===== config.mk =====
export PLATFORM = sky130hd
export DESIGN_NAME = flash_cmd_engine
export DESIGN_NICKNAME = d
export VERILOG_FILES = /design/src/rtl/fce_pkg.sv /design/src/rtl/fce_sequencer.sv /design/src/rtl/fce_tx_select.sv /design/src/rtl/fce_rx_capture.sv /design/src/rtl/flash_cmd_engine.sv
export SDC_FILE = /design/constraint.sdc
export NUM_CORES = 1
export LEC_CHECK = 0
export BUFFER_PORTS_ARGS = -buffer_cell sky130_fd_sc_hd__buf_2
export CELL_PAD_IN_SITES_DETAIL_PLACEMENT = 2
export CELL_PAD_IN_SITES_GLOBAL_PLACEMENT = 2
export CORE_MARGIN = 3
export CORE_UTILIZATION = 41
export CTS_CLUSTER_SIZE = 24
export DETAILED_ROUTE_END_ITERATION = 7
export GPL_TIMING_DRIVEN = 0
export HOLD_SLACK_MARGIN = 0.12
export PLACE_DENSITY = 0.84
export SLEW_MARGIN = 15
export SYNTH_ARGS = -nofsm -noshare
export SYNTH_HDL_FRONTEND = slang
export SYNTH_HIERARCHICAL = 1
export SYNTH_SLANG_ARGS = --single-unit

===== constraint.sdc =====
create_clock -name clk -period 6.47 [get_ports clk]
set_input_delay 1.294 -clock clk [delete_from_list [all_inputs] [get_ports clk]]
set_output_delay 1.294 -clock clk [all_outputs]
set_load 0.03 [all_outputs]

===== src/rtl/fce_pkg.sv =====
package fce_pkg;
    localparam int WORD_W     = 32;
    localparam int BYTE_W     = 8;
    localparam int MAX_BYTES  = 8;
    localparam int DATA_W     = MAX_BYTES * BYTE_W;
    localparam int BYTE_IDX_W = $clog2(MAX_BYTES);
    localparam int BIT_IDX_W  = $clog2(BYTE_W);
    localparam int ADR_BYTES  = WORD_W / BYTE_W;
    localparam int ADR_IDX_W  = $clog2(ADR_BYTES);
    localparam int DMY_W      = 5;

    // control word field positions
    localparam int OPC_LSB    = 24;
    localparam int RD_EN_BIT  = 23;
    localparam int RD_CNT_LSB = 20;
    localparam int AD_EN_BIT  = 19;
    localparam int AD_CNT_LSB = 16;
    localparam int WR_EN_BIT  = 15;
    localparam int WR_CNT_LSB = 12;
    localparam int DMY_LSB    = 7;
    localparam int EXEC_BIT   = 0;

    typedef enum logic [2:0] {
        PH_IDLE, PH_OPC, PH_ADR, PH_DMY, PH_WR, PH_RD
    } phase_e;

    typedef struct packed {
        logic [BYTE_W-1:0]     opcode;
        logic                  rd_en;
        logic [BYTE_IDX_W-1:0] rd_last;
        logic                  ad_en;
        logic [ADR_IDX_W-1:0]  ad_last;
        logic                  wr_en;
        logic [BYTE_IDX_W-1:0] wr_last;
        logic [DMY_W-1:0]      dummy;
    } cmd_cfg_t;

    function automatic cmd_cfg_t decode_ctl(input logic [WORD_W-1:0] w);
        cmd_cfg_t c;
        c.opcode  = w[OPC_LSB +: BYTE_W];
        c.rd_en   = w[RD_EN_BIT];
        c.rd_last = w[RD_CNT_LSB +: BYTE_IDX_W];
        c.ad_en   = w[AD_EN_BIT];
        c.ad_last = w[AD_CNT_LSB +: ADR_IDX_W];
        c.wr_en   = w[WR_EN_BIT];
        c.wr_last = w[WR_CNT_LSB +: BYTE_IDX_W];
        c.dummy   = w[DMY_LSB +: DMY_W];
        return c;
    endfunction
endpackage


===== src/rtl/fce_sequencer.sv =====
module fce_sequencer
    import fce_pkg::*;
(
    input  logic                  clk,
    input  logic                  rst_n,
    input  logic                  start,
    input  logic                  tick,
    input  cmd_cfg_t              cfg,
    output phase_e                phase,
    output logic [BYTE_IDX_W-1:0] byte_idx,
    output logic [BIT_IDX_W-1:0]  bit_pos,
    output logic                  cs_n
);
    typedef struct packed {
        phase_e                phase;
        logic [BYTE_IDX_W-1:0] byte_idx;
        logic [BIT_IDX_W-1:0]  bit_pos;
        logic [DMY_W-1:0]      dcnt;
        logic                  cs_n;
    } seq_t;

    seq_t q, d;
    phase_e after_dmy, after_adr, after_opc, nxt;
    logic [BYTE_IDX_W-1:0] last_byte;
    logic phase_end;

    always_comb begin
        after_dmy = cfg.wr_en ? PH_WR : (cfg.rd_en ? PH_RD : PH_IDLE);
        after_adr = (cfg.dummy != '0) ? PH_DMY : after_dmy;
        after_opc = cfg.ad_en ? PH_ADR : after_adr;
        case (q.phase)
            PH_OPC:  begin nxt = after_opc; last_byte = '0; end
            PH_ADR:  begin nxt = after_adr; last_byte = BYTE_IDX_W'(cfg.ad_last); end
            PH_DMY:  begin nxt = after_dmy; last_byte = '0; end
            PH_WR:   begin nxt = PH_IDLE;   last_byte = cfg.wr_last; end
            PH_RD:   begin nxt = PH_IDLE;   last_byte = cfg.rd_last; end
            default: begin nxt = PH_IDLE;   last_byte = '0; end
        endcase
        if (q.phase == PH_DMY)
            phase_end = (q.dcnt == cfg.dummy - 1'b1);
        else
            phase_end = (q.bit_pos == '0) && (q.byte_idx == last_byte);

        d = q;
        if (start) begin
            d.phase    = PH_OPC;
            d.byte_idx = '0;
            d.bit_pos  = '1;
            d.dcnt     = '0;
            d.cs_n     = 1'b0;
        end else if (tick && q.phase != PH_IDLE) begin
            if (phase_end) begin
                d.phase    = nxt;
                d.byte_idx = '0;
                d.bit_pos  = '1;
                d.dcnt     = '0;
                d.cs_n     = (nxt == PH_IDLE);
            end else if (q.phase == PH_DMY) begin
                d.dcnt = q.dcnt + 1'b1;
            end else if (q.bit_pos == '0) begin
                d.bit_pos  = '1;
                d.byte_idx = q.byte_idx + 1'b1;
            end else begin
                d.bit_pos = q.bit_pos - 1'b1;
            end
        end
    end

    always_ff @(posedge clk or negedge rst_n) begin
        if (!rst_n) begin
            q.phase    <= PH_IDLE;
            q.byte_idx <= '0;
            q.bit_pos  <= '0;
            q.dcnt     <= '0;
            q.cs_n     <= 1'b1;
        end else begin
            q <= d;
        end
    end

    assign phase    = q.phase;
    assign byte_idx = q.byte_idx;
    assign bit_pos  = q.bit_pos;
    assign cs_n     = q.cs_n;
endmodule


===== src/rtl/fce_tx_select.sv =====
module fce_tx_select
    import fce_pkg::*;
(
    input  phase_e                phase,
    input  logic [BYTE_IDX_W-1:0] byte_idx,
    input  logic [BIT_IDX_W-1:0]  bit_pos,
    input  logic [BYTE_W-1:0]     opcode,
    input  logic [ADR_IDX_W-1:0]  ad_last,
    input  logic [WORD_W-1:0]     addr,
    input  logic [DATA_W-1:0]     wdata,
    output logic                  mosi
);
    logic [ADR_IDX_W-1:0] abyte;

    always_comb begin
        // address goes out from its highest used byte downwards
        abyte = ad_last - byte_idx[ADR_IDX_W-1:0];
        case (phase)
            PH_OPC:  mosi = opcode[bit_pos];
            PH_ADR:  mosi = addr[{abyte, bit_pos}];
            PH_WR:   mosi = wdata[{byte_idx, bit_pos}];
            default: mosi = 1'b0;
        endcase
    end
endmodule


===== src/rtl/fce_rx_capture.sv =====
module fce_rx_capture
    import fce_pkg::*;
(
    input  logic                  clk,
    input  logic                  rst_n,
    input  logic                  clear,
    input  logic                  cap,
    input  logic [BYTE_IDX_W-1:0] byte_idx,
    input  logic [BIT_IDX_W-1:0]  bit_pos,
    input  logic                  miso,
    output logic [DATA_W-1:0]     rdata
);
    logic [DATA_W-1:0] rdata_d, rdata_q;

    always_comb begin
        rdata_d = rdata_q;
        if (clear)
            rdata_d = '0;
        else if (cap)
            rdata_d[{byte_idx, bit_pos}] = miso;
    end

    always_ff @(posedge clk or negedge rst_n) begin
        if (!rst_n) rdata_q <= '0;
        else        rdata_q <= rdata_d;
    end

    assign rdata = rdata_q;
endmodule


===== src/rtl/flash_cmd_engine.sv =====
module flash_cmd_engine
    import fce_pkg::*;
(
    input  logic        clk,
    input  logic        rst_n,
    input  logic        ctl_wr,
    input  logic [31:0] ctl_word,
    input  logic [31:0] cmd_addr,
    input  logic [31:0] wdata_lo,
    input  logic [31:0] wdata_hi,
    input  logic        bit_tick,
    input  logic        miso,
    output logic        busy,
    output logic        cs_n,
    output logic        mosi,
    output logic [31:0] rd_lo,
    output logic [31:0] rd_hi
);
    typedef struct packed {
        cmd_cfg_t          cfg;
        logic [WORD_W-1:0] addr;
        logic [DATA_W-1:0] wdata;
    } cmd_t;

    cmd_t q, d;
    phase_e phase;
    logic [BYTE_IDX_W-1:0] byte_idx;
    logic [BIT_IDX_W-1:0]  bit_pos;
    logic [DATA_W-1:0]     rdata;
    logic start;

    assign start = ctl_wr && ctl_word[EXEC_BIT] && (phase == PH_IDLE);

    always_comb begin
        d = q;
        if (start) begin
            d.cfg   = decode_ctl(ctl_word);
            d.addr  = cmd_addr;
            d.wdata = {wdata_hi, wdata_lo};
        end
    end

    always_ff @(posedge clk or negedge rst_n) begin
        if (!rst_n) q <= '0;
        else        q <= d;
    end

    fce_sequencer u_seq (
        .clk      (clk),
        .rst_n    (rst_n),
        .start    (start),
        .tick     (bit_tick),
        .cfg      (q.cfg),
        .phase    (phase),
        .byte_idx (byte_idx),
        .bit_pos  (bit_pos),
        .cs_n     (cs_n)
    );

    fce_tx_select u_tx (
        .phase    (phase),
        .byte_idx (byte_idx),
        .bit_pos  (bit_pos),
        .opcode   (q.cfg.opcode),
        .ad_last  (q.cfg.ad_last),
        .addr     (q.addr),
        .wdata    (q.wdata),
        .mosi     (mosi)
    );

    fce_rx_capture u_rx (
        .clk      (clk),
        .rst_n    (rst_n),
        .clear    (start),
        .cap      (bit_tick && phase == PH_RD),
        .byte_idx (byte_idx),
        .bit_pos  (bit_pos),
        .miso     (miso),
        .rdata    (rdata)
    );

    assign busy  = (phase != PH_IDLE);
    assign rd_lo = rdata[WORD_W-1:0];
    assign rd_hi = rdata[DATA_W-1:WORD_W];
endmodule


Yosys cells after proc, flatten, opt, wreduce, memory -nomap -nowiden
Index checks and enable logic that the tools add are counted.
W data, S select, Z words.
{"block": "totals", "in_bits": 133, "ff_bits": 199, "out_inout_bits": 67}
{"block": "classes", "magnitude_cmp": 4, "eq_ne": 8, "n_mux": 28, "reduce_logical": 20, "add_sub_neg": 5}
{"operator": "$mux W64", "count": 2}
{"operator": "$bwmux W64", "count": 1}
{"operator": "$mux W15", "count": 2}
{"operator": "$mux W3", "count": 7}
{"operator": "$pmux W3 S3", "count": 2}
{"operator": "$mux W11", "count": 1}
{"operator": "$logic_not A3 Y1", "count": 3}
{"operator": "$reduce_bool A3 Y1", "count": 3}
{"operator": "$lt A6 B7 Y1 const B", "count": 1}
{"operator": "$bmux W1 S6", "count": 1}
{"operator": "$demux W1 S6", "count": 1}
{"operator": "$eq A3 B2 Y1 const B", "count": 2}
{"operator": "$eq A3 B3 Y1 const B", "count": 2}
{"operator": "$ge A6 B1 Y1 const B", "count": 1}
{"operator": "$logic_and A1 B1 Y1", "count": 6}
{"operator": "$lt A5 B6 Y1 const B", "count": 1}
{"operator": "$mux W1", "count": 6}
{"operator": "$mux W6", "count": 1}
{"operator": "$reduce_and A2 Y1", "count": 3}
{"operator": "$reduce_bool A2 Y1", "count": 3}
{"operator": "$add A5 B1 Y5 const B", "count": 1}
{"operator": "$bmux W1 S5", "count": 1}
{"operator": "$eq A5 B5 Y1", "count": 1}
{"operator": "$mux W5", "count": 1}
{"operator": "other kinds (12)", "count": 12}

Depth between registers and ports, before layout
{"block": "depth", "ltp_word": 9, "mapped_depth": 11, "mapped_depth_nobuf": 7}

Hierarchy
The synthesis kept the hierarchy.
{"module": "flash_cmd_engine", "area_per_inst_um2": 4956.0, "cells_per_inst": 257, "instances": 1, "seq_area_each_um2": 3002.9}
{"module": "fce_rx_capture", "area_per_inst_um2": 3248.1, "cells_per_inst": 301, "instances": 1, "seq_area_each_um2": 1601.5}
{"module": "fce_sequencer", "area_per_inst_um2": 1421.4, "cells_per_inst": 147, "instances": 1, "seq_area_each_um2": 376.6}
{"module": "fce_tx_select", "area_per_inst_um2": 1043.5, "cells_per_inst": 89, "instances": 1, "seq_area_each_um2": 0.0}

Worst setup path after synthesis
No wires, ideal clock.
{"block": "synth_timing", "path_kind": "reg-to-output", "start": "register u_seq/byte_idx[0] (netlist name)", "end": "output port mosi", "required_time_ns": 5.176, "path_slack_ns": 2.695, "path_stages_with_launch": 9, "t_arrival_ns": 2.481, "n_path_buf": 2, "cell_sequence": "dfrtp_1 -> buf_4 -> ha_1 -> clkbuf_1 -> mux4_2 -> a22oi_1 -> nand3_1 -> o2bb2ai_1 -> or4_1"}
{"block": "synth_between", "elab_chain_len": 4}
{"element": "$sub A2 B2 Y2", "line": "fce_tx_select.sv:17", "source": "abyte = ad_last - byte_idx[ADR_IDX_W-1:0];"}
{"element": "$bmux W1 S5", "line": "fce_tx_select.sv:20", "source": "PH_ADR: mosi = addr[{abyte, bit_pos}];"}
{"element": "$mux W1 (not written as such)", "line": "fce_tx_select.sv:20"}
{"element": "$pmux W1 S3 *", "line": "fce_tx_select.sv:18", "source": "case (phase)"}
{"element": "end: declaration", "line": "flash_cmd_engine.sv:15", "source": "output logic mosi,"}
Mark *: on every way between the ends. The rest lies on a longest branch, timed or not. The select of a mux whose other input is x is not followed.

Worst setup path after layout
{"block": "layout_timing", "start": "register u_seq/byte_idx[0] (netlist name)", "end": "output port mosi"}
{"block": "layout_between", "elab_chain_len": 4}
{"element": "$sub A2 B2 Y2", "line": "fce_tx_select.sv:17"}
{"element": "$bmux W1 S5", "line": "fce_tx_select.sv:20"}
{"element": "$mux W1 (not written as such)", "line": "fce_tx_select.sv:20"}
{"element": "$pmux W1 S3 *", "line": "fce_tx_select.sv:18"}
Marks and branches as above.

==> impl_results.md <==
* Status: finished clean
* Average via count per standard cell at 5.46
* Pwr per Cell Area at 435 nW/um2
* Crit-path max FO at 6
* Post-synthesis simple-gate area fraction at a little over an eighth
* Final Wtd Congestion at between 0.7 and 0.8
* Root buffer cell: clkbuf_16
* Bufs on Longest Clock Path at 2
* Via count at approximately 7400
* Largest net degree at the start of global routing at 90
* Slowest stage delay, CP at 0.50 ns
* Min setup slack post-route at 1.63 ns
* FF+latch count, synth at 199
* Syn Inst Count at between 700 and 800
* WL met3 at 1.47 mm
* IO Count at 200
* FF-to-FF path depth at 10
* H-tree levels at 4
* Worst path required time at 5.18 ns
* Syn-to-layout area delta at 19.3%
* Latest clock arrival within the worst-skew pair at 0.44 ns
* Non-filler cells, final at 1352
* Synth Area in XOR/XNOR at 0.903%
* Starting Density at a little over two fifths
* Die Ht at around 170 um
* Most common cell in the netlist: dfrtp_1
* Tmin final at 4.84 ns
* Share of cells above drive strength 1 at 44.0%
* Ys Warns at 6
* Ys flop type: dfrtp_1
* Unrepaired setup endpoints after global routing: no
* Worst Setup End Kind: output port
* Synth Area in Adders at 0.704%
* Share of the synthesized area in the top cell type at 46.4%
* GR Util All Layers at between 20 and 25%
* Slowest cell on crit path: or4_1
* Min-Delay Path Class: reg -> reg
* Final wirelength at around 34 mm
* Die footprint at 28000 um2
* Hold Vio Cnt, Final at 0
* Postcts setup bufs at 0
* Hold Crit Depth at 1
* Worst vdd ir at about 170 uV
* CP Cell Sequence: buf_4 -> ha_1 -> clkbuf_1 -> mux4_2 -> a22oi_1 -> nand3_1 -> o2bb2ai_1 -> or4_1 -> buf_2
* Fin Setup TNS at 0 ns
* Worst R2R Setup Slack at roughly 3.5 ns
* Post-synth top cells: dfrtp_1, mux2_4, nand2_1, mux2i_1, nand2b_1
* Syn Area/Cell at 13.4 um2
* DIE WIDTH at 167 um
* Final Skew at 0.0102 ns
* Hpwl dp at 24.0 mm
* Worst flop-to-flop path endpoint: u_seq/phase[1]
* Hold_buf cts at 0
* Hold path startpoint: q[47]
* Post-Place Cells at roughly 1300
* IO buf count at approximately 190
* Site row count at 58
* Synth Net Count at 933
* Total gr overflow at 0
* First-pass GRT wire length at roughly 52 mm
* Mux cell area share after synthesis at 29.1%
* Drt wl/cell at about 25 um
* Setup Viol. Count Final at 0
* Min-Delay Endpoint: q[47]
* Clk pin slew, worst setup/hold paths at 0.07 ns
* Total chip power at 5.54 mW
* Core Footprint at roughly 25000 um2
* Tcrit/Tclk final at between 70% and 80%
* Number of synthesized flops with an enable pin at 0
* Met2 WL at 17.5 mm
* Cell taking the most area after synthesis: dfrtp_1
* Max-Cap Viols at 0
* CTS tree: yes
* Max transition margin at 46.6%
* Pleak at 6.29 nW
* FMAX at roughly 210 MHz
* Post-Place Setup Slack at 2.12 ns
* Synth unique cells at 79
* Cts repair resizes at 0
* Clk sinks at about 200
* Vias in the first global route at 8614
* CP arrival at 3.55 ns
* Pre-antenna DRT Iters at 4
* Nets at 1146
* Critical Setup Path Class: reg -> out
* Async SR Flop Fraction at 100%
* Synth Area in Compound Gates at 3.73%
* Top Layer Used: met5
* Reg-to-reg critical path startpoint: u_seq/phase[1]
* Critical Path Source Type: flop
* Initial antenna violation count at 7
* Remaining antenna violation count at 0
* Final Slew Violations at 0
* Worst Tran Pin Value at 0.801 ns
* Synth top area cells: dfrtp_1, mux2_4, mux2i_1
* Wl on met1 at 14.2 mm
* Residual DRC at 0
* Cell Area, Synth at 10700 um2
* Sequential area share after synthesis at roughly 47%
* Main combinational cell family by area after synthesis: multiplexers
* Number of CTS-inserted buffers at 17
* Initial drt markers at 390
[routing by layer]
metal | global-route usage [%] | vias to the layer above
li1 | - | 3239
met1 | 29.6 | 3886
met2 | 43.6 | 207
met3 | 5.85 | 43
met4 | 5.51 | 12
met5 | 0 | -
[final cells by class]
cell class | count | area [um2]
multi-input combinational | 517 | 5090
clock buffer | 18 | 429
clock inverter | 14 | 186
sequential | 199 | 4980
buffer | 66 | 549
timing repair buffer | 194 | 1030
inverter | 12 | 45.0
antenna | 2 | 5.00
fill | 2526 | 12700
tap | 330 | 413
[kinds of logic (layout without fill, tap and decap cells)]
logic type,after synthesis,count (layout)
and+or+nand+nor,227,227
muxes,226,226
DFF,199,199
buffers and inverters,78,304
AOI/OAI and AO/OA,47,47
xor gates and xnor gates,11,11
adders and majority gates,6,6
other,0,2
[placed cells by master (no fill, tap or decap), drive strengths merged, types with 2 or more instances in the layout]
master / n
and3b: 5
o31a: 2
and4b: 6
nand4: 5
xnor2: 6
mux4: 23
nand2b: 66
nor3: 5
o22ai: 3
ha: 6
dfrtp: 198
a31oi: 3
o311ai: 2
nor2b: 6
a22oi: 2
clkinv: 4
and2: 3
mux2: 128
nand2: 81
nor2: 12
o21ai: 7
or3b: 2
a211oi: 3
xor2: 5
nand3: 11
a21oi: 5
diode: 2
o2111ai: 2
nor4: 2
and4bb: 7
clkbuf: 31
nor3b: 6
o211ai: 5
and3: 3
inv: 19
buf: 247
mux2i: 75
bufinv: 2
[per-stage QoR]
step	area [um2]	utilization, %	hold slack (ns)
after floorplan	10700	-	0.472
after global placement	12000	47.4	0.484
after detailed placement	12100	47.7	0.493
after CTS	12700	50.1	0.515
after global routing	12700	50.1	0.530
final	12700	50.1	0.509
[worst max-delay path by stage]
stage,startpoint,to,slack [ns]
2_1_floorplan,u_seq/byte_idx[0],mosi,2.70
3_3_place_gp,rst_n,q[17],0.55
3_5_place_dp,u_seq/byte_idx[0],mosi,2.12
4_1_cts,u_seq/byte_idx[0],mosi,1.64
5_1_grt,u_seq/byte_idx[0],mosi,1.56
6_report,u_seq/byte_idx[0],mosi,1.63
[registers in the layout, indices dropped and copies added, names as in the netlist]
| register | count |
|---|---|
| q | 120 |
| u_rx/rdata | 64 |
| u_seq/bit_pos | 3 |
| u_seq/byte_idx | 3 |
| u_seq/cs_n | 1 |
| u_seq/phase | 3 |
| u_seq/q | 5 |
[worst max-delay path: cells and delay by family, from the launching register on]
kind	cells	cell delay [ns]
compound gates	2	0.41
fa+ha+maj	1	0.28
buf+inv	3	0.87
flops	1	0.48
mux	1	0.40
simple gates	2	0.67
[power by group]
part	internal, mW	switching (mW)
registers	1.67	0.349
clock network	0.592	0.547
logic	1.28	1.10
Power figures use the tool's default switching activity.
